[config.mk]
export PLATFORM = sky130hd
export DESIGN_NAME = mw_eeprom_master
export DESIGN_NICKNAME = d
export VERILOG_FILES = /design/src/rtl/mw_pkg.sv /design/src/rtl/mw_phase_timer.sv /design/src/rtl/mw_sync.sv /design/src/rtl/mw_eeprom_master.sv
export SDC_FILE = /design/constraint.sdc
export NUM_CORES = 1
export LEC_CHECK = 0
export BUFFER_PORTS_ARGS = -buffer_cell sky130_fd_sc_hd__clkbuf_2
export CORE_ASPECT_RATIO = 0.9
export CORE_MARGIN = 4
export CORE_UTILIZATION = 35
export DETAILED_ROUTE_END_ITERATION = 10
export PLACE_DENSITY_LB_ADDON = 0.15
export SYNTH_ARGS = -nofsm -noshare
export SYNTH_HDL_FRONTEND = slang
export SYNTH_SLANG_ARGS = --single-unit
[constraint.sdc]
create_clock -name clk -period 2.85 [get_ports clk]
set_input_delay 0.285 -clock clk [delete_from_list [all_inputs] [get_ports clk]]
set_output_delay 0.285 -clock clk [all_outputs]
set_load 0.1 [all_outputs]
[src/rtl/mw_pkg.sv]
`timescale 1ns/1ps
package mw_pkg;

    // Command opcodes, sent MSB first; the leading 1 acts as the start bit
    localparam logic [2:0] OP_READ  = 3'b110;
    localparam logic [2:0] OP_WRITE = 3'b101;
    localparam logic [4:0] OP_WEN   = 5'b10011;
    localparam logic [4:0] OP_WDIS  = 5'b10000;

    typedef enum logic [3:0] {
        ST_IDLE,
        ST_SETUP,
        ST_CMD,       // read command or write-enable frame
        ST_SHIN,      // read data capture
        ST_STBY_RD,   // standby closing a read
        ST_STBY_EN,   // standby after write-enable
        ST_WFRAME,    // write opcode, address, data
        ST_STBY_WR,   // standby that starts programming
        ST_POLL,      // wait for ready on ee_do
        ST_STBY_REC,  // recovery standby
        ST_DIS,       // write-disable frame
        ST_CLEAN      // deselect and final clock pulse
    } mw_state_e;

endpackage

[src/rtl/mw_phase_timer.sv]
`timescale 1ns/1ps
module mw_phase_timer #(
    parameter int PHASE_CLKS = 6250
) (
    input  logic clk,
    input  logic rst_n,
    input  logic clear,
    output logic tick
);
    localparam int CW = (PHASE_CLKS > 2) ? $clog2(PHASE_CLKS) : 1;
    localparam logic [CW-1:0] LAST = CW'(PHASE_CLKS - 1);

    logic [CW-1:0] cnt_d, cnt_q;

    always_comb begin
        cnt_d = cnt_q;
        if (clear || cnt_q == LAST) begin
            cnt_d = '0;
        end else begin
            cnt_d = cnt_q + 1'b1;
        end
    end

    always_ff @(posedge clk or negedge rst_n) begin
        if (!rst_n) cnt_q <= '0;
        else        cnt_q <= cnt_d;
    end

    assign tick = !clear && (cnt_q == LAST);
endmodule

[src/rtl/mw_sync.sv]
`timescale 1ns/1ps
module mw_sync #(
    parameter int STAGES = 2
) (
    input  logic clk,
    input  logic rst_n,
    input  logic din,
    output logic dout
);
    logic [STAGES-1:0] ff_d, ff_q;

    generate
        if (STAGES == 1) begin : g_one
            assign ff_d = din;
        end else begin : g_chain
            assign ff_d = {ff_q[STAGES-2:0], din};
        end
    endgenerate

    always_ff @(posedge clk or negedge rst_n) begin
        if (!rst_n) ff_q <= '0;
        else        ff_q <= ff_d;
    end

    assign dout = ff_q[STAGES-1];
endmodule

[src/rtl/mw_eeprom_master.sv]
`timescale 1ns/1ps
module mw_eeprom_master
    import mw_pkg::*;
#(
    parameter int ADDR_W     = 6,
    parameter int DATA_W     = 16,
    parameter int PHASE_CLKS = 6250,
    parameter int POLL_LIMIT = 200
) (
    input  logic              clk,
    input  logic              rst_n,
    input  logic              req_valid,
    input  logic              req_write,
    input  logic [ADDR_W-1:0] req_addr,
    input  logic [DATA_W-1:0] req_wdata,
    output logic              busy,
    output logic              done,
    output logic [DATA_W-1:0] rdata,
    output logic              err,
    output logic              ee_cs,
    output logic              ee_sk,
    output logic              ee_di,
    input  logic              ee_do
);
    localparam int FRAME_W = 3 + ADDR_W + DATA_W;
    localparam int CMD_W   = 3 + ADDR_W;
    localparam int BIT_CW  = $clog2(FRAME_W + 1);
    localparam int POLL_CW = $clog2(POLL_LIMIT + 1);
    localparam logic [BIT_CW-1:0]  CMD_BITS   = BIT_CW'(CMD_W);
    localparam logic [BIT_CW-1:0]  FRAME_BITS = BIT_CW'(FRAME_W);
    localparam logic [BIT_CW-1:0]  WORD_BITS  = BIT_CW'(DATA_W);
    localparam logic [POLL_CW-1:0] POLL_LAST  = POLL_CW'(POLL_LIMIT - 1);

    typedef struct packed {
        mw_state_e         st;
        logic [1:0]        sub;
        logic [BIT_CW-1:0] bits;
        logic [FRAME_W-1:0] sh;
        logic [DATA_W-1:0] rx;
        logic [POLL_CW-1:0] polls;
        logic              tout;
        logic              we;
        logic [ADDR_W-1:0] addr;
        logic [DATA_W-1:0] wdata;
        logic [DATA_W-1:0] rdata;
        logic              busy;
        logic              done;
        logic              err;
        logic              cs;
        logic              sk;
        logic              di;
    } regs_t;

    regs_t d, q;
    logic  tick;
    logic  do_s;

    logic [FRAME_W-1:0] f_read, f_wen, f_write, f_wdis;

    mw_phase_timer #(.PHASE_CLKS(PHASE_CLKS)) u_timer (
        .clk   (clk),
        .rst_n (rst_n),
        .clear (!q.busy),
        .tick  (tick)
    );

    mw_sync #(.STAGES(2)) u_sync (
        .clk   (clk),
        .rst_n (rst_n),
        .din   (ee_do),
        .dout  (do_s)
    );

    always_comb begin
        f_read  = {OP_READ, q.addr, {DATA_W{1'b0}}};
        f_wen   = {OP_WEN, {(ADDR_W-2){1'b0}}, {DATA_W{1'b0}}};
        f_write = {OP_WRITE, q.addr, q.wdata};
        f_wdis  = {OP_WDIS, {(ADDR_W-2){1'b0}}, {DATA_W{1'b0}}};
    end

    always_comb begin
        d      = q;
        d.done = 1'b0;
        unique case (q.st)
            ST_IDLE: begin
                if (req_valid) begin
                    d.st    = ST_SETUP;
                    d.sub   = 2'd0;
                    d.busy  = 1'b1;
                    d.we    = req_write;
                    d.addr  = req_addr;
                    d.wdata = req_wdata;
                    d.err   = 1'b0;
                    d.tout  = 1'b0;
                    d.polls = '0;
                    d.sk    = 1'b0;
                    d.di    = 1'b0;
                end
            end
            ST_SETUP: if (tick) begin
                if (q.sub == 2'd0) begin
                    d.sub = 2'd1;
                    d.cs  = 1'b1;
                end else begin
                    d.st   = ST_CMD;
                    d.sub  = 2'd0;
                    d.sh   = q.we ? f_wen : f_read;
                    d.bits = CMD_BITS;
                    d.di   = d.sh[FRAME_W-1];
                end
            end
            ST_CMD, ST_WFRAME, ST_DIS: if (tick) begin
                case (q.sub)
                    2'd0: begin
                        d.sub = 2'd1;
                        d.sk  = 1'b1;
                    end
                    2'd1: begin
                        d.sub  = 2'd2;
                        d.sk   = 1'b0;
                        d.sh   = q.sh << 1;
                        d.bits = q.bits - 1'b1;
                        if (q.bits == BIT_CW'(1)) d.di = 1'b0;
                    end
                    default: begin
                        if (q.bits != '0) begin
                            d.sub = 2'd0;
                            d.di  = q.sh[FRAME_W-1];
                        end else if (q.st == ST_CMD && !q.we) begin
                            d.st   = ST_SHIN;
                            d.sub  = 2'd0;
                            d.bits = WORD_BITS;
                            d.sk   = 1'b1;
                        end else if (q.st == ST_DIS) begin
                            d.st  = ST_CLEAN;
                            d.sub = 2'd0;
                            d.cs  = 1'b0;
                            d.di  = 1'b0;
                        end else begin
                            d.st  = (q.st == ST_CMD) ? ST_STBY_EN : ST_STBY_WR;
                            d.sub = 2'd0;
                            d.cs  = 1'b0;
                            d.sk  = 1'b0;
                        end
                    end
                endcase
            end
            ST_SHIN: if (tick) begin
                if (q.sub == 2'd0) begin
                    d.rx   = {q.rx[DATA_W-2:0], do_s};
                    d.sub  = 2'd1;
                    d.sk   = 1'b0;
                    d.bits = q.bits - 1'b1;
                end else if (q.bits == '0) begin
                    d.st  = ST_STBY_RD;
                    d.sub = 2'd0;
                    d.cs  = 1'b0;
                    d.sk  = 1'b0;
                end else begin
                    d.sub = 2'd0;
                    d.sk  = 1'b1;
                end
            end
            ST_STBY_RD, ST_STBY_EN, ST_STBY_WR, ST_STBY_REC: if (tick) begin
                case (q.sub)
                    2'd0: begin d.sub = 2'd1; d.sk = 1'b1; end
                    2'd1: begin d.sub = 2'd2; d.cs = 1'b1; end
                    2'd2: begin d.sub = 2'd3; d.sk = 1'b0; end
                    default: begin
                        d.sub = 2'd0;
                        case (q.st)
                            ST_STBY_RD: begin
                                d.st    = ST_IDLE;
                                d.busy  = 1'b0;
                                d.done  = 1'b1;
                                d.rdata = q.rx;
                            end
                            ST_STBY_EN: begin
                                d.st   = ST_WFRAME;
                                d.sh   = f_write;
                                d.bits = FRAME_BITS;
                                d.di   = f_write[FRAME_W-1];
                            end
                            ST_STBY_WR: begin
                                d.st    = ST_POLL;
                                d.polls = '0;
                            end
                            default: begin
                                d.st   = ST_DIS;
                                d.sh   = f_wdis;
                                d.bits = CMD_BITS;
                                d.di   = f_wdis[FRAME_W-1];
                            end
                        endcase
                    end
                endcase
            end
            ST_POLL: if (tick) begin
                if (do_s || q.polls == POLL_LAST) begin
                    d.tout = !do_s;
                    d.st   = ST_STBY_REC;
                    d.sub  = 2'd0;
                    d.cs   = 1'b0;
                    d.sk   = 1'b0;
                end else begin
                    d.polls = q.polls + 1'b1;
                end
            end
            ST_CLEAN: if (tick) begin
                case (q.sub)
                    2'd0: begin d.sub = 2'd1; d.sk = 1'b1; end
                    2'd1: begin d.sub = 2'd2; d.sk = 1'b0; end
                    default: begin
                        d.sub  = 2'd0;
                        d.st   = ST_IDLE;
                        d.busy = 1'b0;
                        d.done = 1'b1;
                        d.err  = q.tout;
                    end
                endcase
            end
            default: d.st = ST_IDLE;
        endcase
    end

    always_ff @(posedge clk or negedge rst_n) begin
        if (!rst_n) begin
            q    <= '0;
            q.st <= ST_IDLE;
        end else begin
            q <= d;
        end
    end

    assign busy  = q.busy;
    assign done  = q.done;
    assign rdata = q.rdata;
    assign err   = q.err;
    assign ee_cs = q.cs;
    assign ee_sk = q.sk;
    assign ee_di = q.di;
endmodule

Word-level counts from Yosys, hierarchy flattened
Index checks and enable logic that the tools add are counted.
- bits in registers: 121
- logic and storage cells: 204
- output and inout bits: 22
- input port bits: 27
- reduce and logical (&&, ||, !) cells: 40
- multiplexer cells: 91
- equal/unequal tests: 50
- bitwise logic cells: 1
- add/sub/neg operators: 3
- operator list (cell ; count):
    $mux 36 ; 3
    $pmux 25 s3 ; 1
    $mux 30 ; 2
    $pmux 30 s2 ; 1
    $ne 2x2->1 const B ; 23
    $mux 6 ; 6
    $reduce_and 12->1 ; 3
    $mux 32 ; 1
    $mux 8 ; 4
    $mux 4 ; 7
    $pmux 4 s7 ; 1
    $mux 25 ; 1
    $mux 1 ; 24
    $mux 24 ; 1
    $pmux 8 s3 ; 1
    $mux 2 ; 10
    $pmux 5 s4 ; 1
    $eq 4x3->1 const B ; 4
    $eq 4x4->1 const B ; 4
    $mux 5 ; 3
    $reduce_and 15->1 ; 1
    $pmux 1 s2 ; 7
    $pmux 2 s7 ; 1
    $reduce_and 14->1 ; 1
    49 further kinds ; 74

Logic depth before layout (Yosys ltp)
Gate-level depths: netlist (run 1).
- depth after elaboration: 8
- mapped depth: 10
- mapped depth without buffers: 8

Hierarchy
A second synthesis (run 1) with hierarchy kept.
- cell total of the unflattened synthesis: 593
- area total of the unflattened synthesis: 6246.0 µm²
- modules (own cells, without submodules) (module ; area an instance (µm²) ; times used ; sequential area each (µm²) ; cells an instance):
    mw_eeprom_master ; 5529.1 ; 1 ; 2652.5 ; 526
    mw_phase_timer ; 666.9 ; 1 ; 325.3 ; 65
    mw_sync ; 50.0 ; 1 ; 50.0 ; 2

Worst setup path before layout (run 1)
No wires, ideal clock.
- path kind: register to register
- start point: register q, in the netlist busy
- end point: register q[87] in the netlist's numbering
- stages on the path, launching flop included: 8
- required time: 2.723 ns
- arrival: 2.333 ns
- library setup time: 0.127 ns
- slack: 0.390 ns
- period minus slack after synthesis: 2.460 ns
- buffers on the path: 1
- path through: dfrtp_1 -> nand3_1 -> or4_4 -> nor3_2 -> nand2_1 -> buf_6 -> a221oi_2 -> a21oi_1
- longest elaborated chain between the ends: 3
- elaborated cells on any way between the ends: 5
- classes of those cells: 3 x eq/ne; 2 x reduce/logical
- ends and longest elaborated chain (what ; line ; RTL):
    start, declared ; mw_eeprom_master.sv:54 ; regs_t d, q;
    $logic_and 1x1->1 (*) ; mw_phase_timer.sv:29 ; assign tick = !clear && (cnt_q == LAST);
    $ne 2x2->1 (no source line) ; - ;
    $reduce_and 8->1 (no source line) (*) ; - ;
Every way passes the cells marked *; elsewhere a longest branch is shown, timed or not.
A chain may end at the register's enable or synchronous reset.

Final worst setup path (run 1)
- start point: register q[104] in the netlist's numbering
- end point: register q[105] in the netlist's numbering
- longest elaborated chain between the ends: 7
- elaborated cells on any way between the ends: 40
- classes of those cells: 26 x eq/ne; 9 x mux; 5 x reduce/logical
- ends and longest elaborated chain (what ; line ; RTL):
    $eq 4x4->1 / $eq 4x2->1 (equally long branches) ; mw_eeprom_master.sv:84, mw_eeprom_master.sv:134, mw_eeprom_master.sv:129 ;
    $mux 6 / $logic_and 1x1->1 (equally long branches) ; mw_eeprom_master.sv:134, mw_eeprom_master.sv:129 ;
    $mux 6 ; mw_eeprom_master.sv:129 ; end else if (q.st == ST_CMD && !q.we) begin
    $mux 4 ; mw_eeprom_master.sv:126 ; if (q.bits != '0) begin
    $mux 4 ; mw_eeprom_master.sv:113 ; case (q.sub)
    $mux 36 ; mw_eeprom_master.sv:112 ; ST_CMD, ST_WFRAME, ST_DIS: if (tick) begin
    $pmux 4 s7 ; mw_eeprom_master.sv:84 ; unique case (q.st)
Several ways; a longest one is shown, not always the timed one. The select of a mux whose other input is x is not followed.

==> metrics.md, run 1 <==
| Metric | Value |
|---|---|
| Status | finished clean |
| Clk_skew | 0.00655 ns |
| GP Congestion | 0.875 |
| Largest net degree at the start of global routing | 51 |
| Number of buffers added on ports | 48 |
| CP arrival | 2.86 ns |
| Critical path's top delay family | compound AO/OA/AOI/OAI gates |
| Non-Filler Instances | 870 |
| DR vias | 4477 |
| Setup TNS | 0 ns |
| Layout cells sized above 1 | between 20% and 30% |
| Starting Density | 35.8% |
| Slew @ Worst Pin | 0.680 ns |
| Synth Warn # | 0 |
| Vias in the first global route | 4498 |
| Yosys reg bits | ~120 |
| Iteration count of the initial detailed-routing pass | 5 |
| Die span in y | 133 um |
| Worst Path Buf+Inv | 0 |
| Power Density | 551 nW/um^2 |
| Sequential power share | roughly 44% |
| Final wirelength | around 13000 um |
| Rel. slew slack | 54.7% |
| Postcts setup bufs | 0 |
| Clock sinks | 121 |
| Number of max-cap violations | 0 |
| Initial antenna violation count | 0 |
| Crit-path max FO | 22 |
| Grt ovf | 0 |
| Part of the power in combinational logic | roughly 1.5% |
| Unrepaired setup endpoints after global routing | no |
| Hold_ws | about 0.10 ns |
| I/O Pins | 49 |
| Core ar. | approximately 17000 sq um |
| DRC | 0 |
| Worst-Skew Late Latency | around 0.41 ns |
| Final HPWL DP | ~9400 um |
| Hold Crit Class | input pin to flip-flop |
| Number of H-tree levels | 4 |
| Total GRT Usage | between 10 and 15% |
| Antenna viol nets, final | 0 |
| Core utilization of the finished layout | between 40 and 50% |
| Diode count | 0 |
| Inst Count DP | about 840 |
| Worst vdd ir | ~330 uV |
| Initial DRC count | 256 |
| Post-layout net count | around 660 |
| Top_reg_cell synth | dfrtp_1 |
| Slew Viols, Final | 0 |
| Routed WL per cell | 15.4 um |
| Fraction of registers with async set/reset | 100% |
| NetSw | about 800 uW |
| Post-Syn Area | between 6000 and 7000 sq um |
| Syn_nets | between 600 and 700 |
| CP Class | flip-flop to flip-flop |
| Synth Area per Inst | around 10 sq um |
| Cell-by-cell trace of the critical path | nor2b_1, a221oi_1, o32a_1, and3_1, o21ai_0, a32o_1 |
| Fin crit share | between 80% and 90% |
| TritonCTS clock tree | done |
| Area growth syn-to-layout | 18.1% |
| Required @ worst endpoint | around 3.2 ns |
| Die area | around 20000 sq um |
| Global-route wire length before repair | 23000 um |
| Chip Width | approximately 150 um |
| Synth Instances | a little under 600 |
| Final setup viols | 0 |
| Netlist cell types | 65 |
| Sequential fraction of the synthesis area | between 40 and 50% |
| CTS root buf | clkbuf_16 |
| Sw Ratio | a little under 20% |
| Min Tclk post-route | 2.56 ns |
| Lkg Pwr | between 0.003 and 0.004 uW |
| Post-CTS sizing | 0 |
| Crit end category | flip-flop |
| CP max stage cell | dfrtp_1 |
| Final hold viol count | 0 |
| Via/cell ratio | 5.15 |
| CTS Buf Count | 17 |
| Clock Power Share | between 50 and 60% |
| Hold buffers post-CTS | 2 |
| Critical path launch point type | flip-flop |
| Fmax achieved | slightly below 400 MHz |
| Floorplan row count | 45 |
| Bufs on Longest Clock Path | 2 |
| Worst path max stage delay | ~0.77 ns |
| Clk slew on worst S/H paths | ~0.05 ns |
| Post-synth EDFFs | 0 |
| Int Pwr | around 3200 uW |
[worst paths after layout]
kind	end	cells after the start	start	slack, ns
worst max-delay path	q[105]	6	q[104]	0.29
worst max register to register	q[105]	6	q[104]	0.29
max in group asynchronous	f_write[13]	3	rst_n	1.61
min in group asynchronous	rdata[14]	2	rst_n	0.41
worst min register to register	u_sync.ff_q[1]	0	u_sync.ff_q[0]	0.35
worst min-delay path	f_write[8]	2	req_wdata[8]	0.10
[per-layer routing]
| layer | wire, um | GRT usage [%] |
|---|---|---|
| met4 | 209 | 5.64 |
| met5 | 0 | 0 |
| met3 | 738 | 3.66 |
| met2 | 6010 | 21.7 |
| met1 | 6400 | 20.3 |
[metrics by stage]
step           cell area (sq um)  total power [uW]  setup slack, ns
6_report                    7170              3950            0.289
5_1_grt                     7170              4090           0.0803
4_1_cts                     7170              4000            0.310
3_5_place_dp                6550              1820            0.321
3_3_place_gp                6550              1810            0.366
2_1_floorplan               6070              1760            0.390
[cell usage after synthesis, drive strengths merged (8+ instances only)]
cell type	n	share of area, %
a21oi	29	2.5
a221oi	8	1.6
a22oi	20	2.5
and3	11	1.1
buf	26	2.9
clkbuf	21	1.3
dfrtp	121	50
ha	11	2.3
inv	17	1.1
mux2	58	11
nand2	51	3.2
nand3	13	1.2
nor2	39	2.4
nor2b	9	0.93
nor3	19	1.6
o21ai	38	3.1
xor2	8	1.2
[cell families (layout without fill, tap and decap cells)]
| logic type | Yosys count | in the layout | share of synthesized area (%) |
|---|---|---|---|
| buffers and inverters | 64 | 121 | 5.28 |
| multiplexers | 60 | 60 | 11.1 |
| AO/OA/AOI/OAI | 137 | 137 | 15.3 |
| XOR/XNOR | 12 | 12 | 1.73 |
| AND/OR/NAND/NOR | 173 | 173 | 14.5 |
| flip-flops | 121 | 121 | 49.9 |
| adder cells (fa/ha/maj) | 11 | 11 | 2.27 |
[registers in the layout (all words and copies together), names as in the netlist]
register	flops
ee_di	1
u_sync.ff_q	2
err	1
busy	1
u_timer.cnt_q	13
ee_cs	1
f_write	16
done	1
q	62
f_read	6
rdata	16
ee_sk	1
[power by group through the flow]
stage,Combinational [uW],Sequential [uW],Clock [uW]
after floorplan,3.07,1750,0
after detailed placement,63.0,1750,0
after global routing,71.7,1720,2290
final,60.5,1720,2160
after CTS,65.4,1720,2210
after global placement,61.8,1750,0
[cell type report]
cell class	count	area, sq um
Multi-Input combinational cell	393	2730
Clock inverter	8	121
Inverter	17	63.8
Timing Repair Buffer	75	463
Clock buffer	21	470
Fill cell	1623	9780
Sequential cell	121	3030
Tap cell	235	294
[cell usage in the layout (no fill, tap or decap), types with 3 or more instances in the layout]
master and instances:
nand2b_1 7, and2_1 4, dfrtp_1 121, nor2b_1 9
xnor2_1 4, o21ai_0 37, a221oi_2 4, nand4_1 3
nor3_1 17, a21oi_1 28, o31ai_1 4, mux2_2 58
ha_1 11, clkbuf_16 17, buf_4 25, o211ai_1 5
nand3_1 12, inv_1 17, nand2_1 50, clkbuf_8 3
a221oi_1 4, bufinv_16 3, clkinv_2 3, and3_1 11
a22oi_1 20, xor2_1 8, o21a_1 5, nor2_1 39
clkbuf_2 47
Note: power is estimated with default switching activity, not from simulation.
==> run 2, diff against run 1 <==
--- a/config.mk
+++ b/config.mk
@@ -6,7 +6,9 @@
 export NUM_CORES = 1
 export LEC_CHECK = 0
 export BUFFER_PORTS_ARGS = -buffer_cell sky130_fd_sc_hd__clkbuf_2
-export CORE_ASPECT_RATIO = 0.9
+export CELL_PAD_IN_SITES_DETAIL_PLACEMENT = 1
+export CELL_PAD_IN_SITES_GLOBAL_PLACEMENT = 1
+export CORE_ASPECT_RATIO = 0.75
 export CORE_MARGIN = 4
 export CORE_UTILIZATION = 35
 export DETAILED_ROUTE_END_ITERATION = 10
==> run 2 against run 1 <==
  * Global-route usage up 2.4 points
  * Clock skew is 0.0026 ns higher
  * Routed wire length increased by 17%
  * Sequential share of layout area is 0.29 points lower
  * Power is 1.3% higher
  * Register-to-register slack hardly changed
  * Maximum frequency is 0.49% lower
  * Critical path type unchanged
==> metrics.md, run 2 (synthesis results as in run 1) <==
| Metric | Value |
|---|---|
| CTS root buf | clkbuf_16 |
| Fin crit share | about nine tenths |
| Unrepaired setup endpoints after global routing | no |
| Fillcell total | 1885 |
| Max FFs per register | 62 |
| Iteration count of the initial detailed-routing pass | 4 |
| Most frequent cells in the layout | dfrtp_1 (121), mux2_2 (58), nand2_1 (50) |
| Worst vdd ir | ~350 uV |
| Largest net degree at the start of global routing | slightly above 60 |
| Global-route wire length before repair | approximately 26000 um |
| Crit end category | flip-flop |
| Postcts setup bufs | 0 |
| Vias in the first global route | around 5000 |
| Required @ worst endpoint | between 3 and 4 ns |
| Clock Power Share | a little under three fifths |
| Via/cell ratio | 5.33 |
| Diode count | 0 |
| Initial antenna violation count | 0 |
| Core ar. | ~17000 sq um |
| Chip Width | between 150 and 200 um |
| TritonCTS clock tree | done |
| Grt ovf | 0 |
| CTS Buf Count | 17 |
| Slew @ Worst Pin | ~0.68 ns |
| Lkg Pwr | ~0.0033 uW |
| Area growth syn-to-layout | 18.9% |
| Power Density | 554 nW/um^2 |
| NetSw | around 860 uW |
| Post-layout net count | roughly 670 |
| Routed WL per cell | around 18 um |
| Starting Density | between 30% and 40% |
| I/O Pins | slightly below 50 |
| Hold Crit Class | input pin to flip-flop |
| Fmax achieved | 389 MHz |
| Critical path launch point type | flip-flop |
| Int Pwr | roughly 3100 uW |
| Sequential power share | between 40% and 50% |
| Final wirelength | 15600 um |
| Setup TNS | 0 ns |
| Number of max-cap violations | 0 |
| Bufs on Longest Clock Path | 2 |
| Inst Count DP | 825 |
| Min Tclk post-route | 2.57 ns |
| Slew Viols, Final | 0 |
| Clk slew on worst S/H paths | roughly 0.060 ns |
| Final hold viol count | 0 |
| Biggest register | q |
| Hold_ws | ~0.097 ns |
| Floorplan row count | 41 |
| Total GRT Usage | ~17% |
| DRC | 0 |
| Non-Filler Instances | ~860 |
| Layout cells sized above 1 | around 29% |
| Initial DRC count | around 220 |
| Clock sinks | around 120 |
| Part of the power in combinational logic | 1.6% |
| Core utilization of the finished layout | ~43% |
| DR vias | 4579 |
| GP Congestion | between 0.8 and 0.9 |
| Status | finished clean |
| Clk_skew | around 0.0092 ns |
| CP Class | flip-flop to flip-flop |
| Final HPWL DP | 11000 um |
| CP arrival | between 2 and 3 ns |
| Number of buffers added on ports | 48 |
| Number of H-tree levels | 4 |
| Crit-path max FO | 6 |
| Sw Ratio | 21.5% |
| Most common cell after layout, fill and taps aside | dfrtp_1 |
| Rel. slew slack | 54.6% |
| Worst-Skew Late Latency | a little over 0.4 ns |
| Die area | around 20000 sq um |
| Die span in y | between 100 and 150 um |
| Final setup viols | 0 |
| Antenna viol nets, final | 0 |
-- run 2: cell types whose count changed in the layout (fill, tap and decap cells not counted), sizes merged --
cell / change
clkinv: +1
inv: +2
buf: +6
clkinvlp: +3
clkbuf: -3
-- run 2: area by class of cell --
type | instances | area (sq um) | area share (%)
repair buffers | 81 | 520 | 7.21
inverters | 17 | 63.8 | 0.884
well taps | 215 | 269 | 3.73
clock buffers | 18 | 439 | 6.09
multi-input cells | 393 | 2730 | 37.8
flip-flops and latches | 121 | 3030 | 42.0
clock inverters | 14 | 170 | 2.36
-- run 2: repair_timing --
| action | CTS | global route |
|---|---|---|
| endpoints found under the hold margin | 50 | 0 |
| gates resized for setup | 0 | 0 |
| hold buffers | 2 | 0 |
-- run 2: routing by layer --
layer | vias up | wire (um) | track usage, %
met4 | 0 | 148 | 4.84
met2 | 81 | 7130 | 26.6
met5 | - | 0 | 0
li1 | 2174 | - | -
met3 | 11 | 634 | 4.29
met1 | 2313 | 7710 | 23.5
-- run 2: final timing paths --
path / to / cells after the start / startpoint / slack, ns
setup / recovery: q[52] / 7 / u_timer.cnt_q[9] / 0.28
hold reg to reg: u_sync.ff_q[1] / 0 / u_sync.ff_q[0] / 0.35
hold / removal: f_write[6] / 2 / req_wdata[6] / 0.1
min in group asynchronous: rdata[1] / 2 / rst_n / 0.44
max in group asynchronous: q[93] / 3 / rst_n / 1.62
setup reg to reg: q[52] / 7 / u_timer.cnt_q[9] / 0.28
-- run 2: power groups by stage --
| stage | Sequential, uW | Combinational [uW] | Clock, uW |
|---|---|---|---|
| after detailed placement | 1750 | 63.8 | 0 |
| final | 1720 | 62.3 | 2210 |
| after global routing | 1720 | 73.9 | 2360 |
| after CTS | 1720 | 66.4 | 2280 |
| after global placement | 1750 | 62.4 | 0 |
| after floorplan | 1750 | 3.07 | 0 |
-- run 2: critical path, cell delays in order (launching register included) --
cell,delay (ns)
dfrtp_1,0.40
or4_4,0.58
nor4_4,0.46
buf_4,0.23
nand2_1,0.11
nor2_1,0.38
a41oi_1,0.17
a31oi_1,0.17
-- run 2: through the flow --
step | power, uW | area (sq um) | setup WS (ns)
2_1_floorplan | 1760 | 6070 | 0.390
3_3_place_gp | 1820 | 6590 | 0.361
3_5_place_dp | 1820 | 6590 | 0.275
4_1_cts | 4070 | 7220 | 0.264
5_1_grt | 4160 | 7220 | 0.0687
6_report | 4000 | 7220 | 0.277
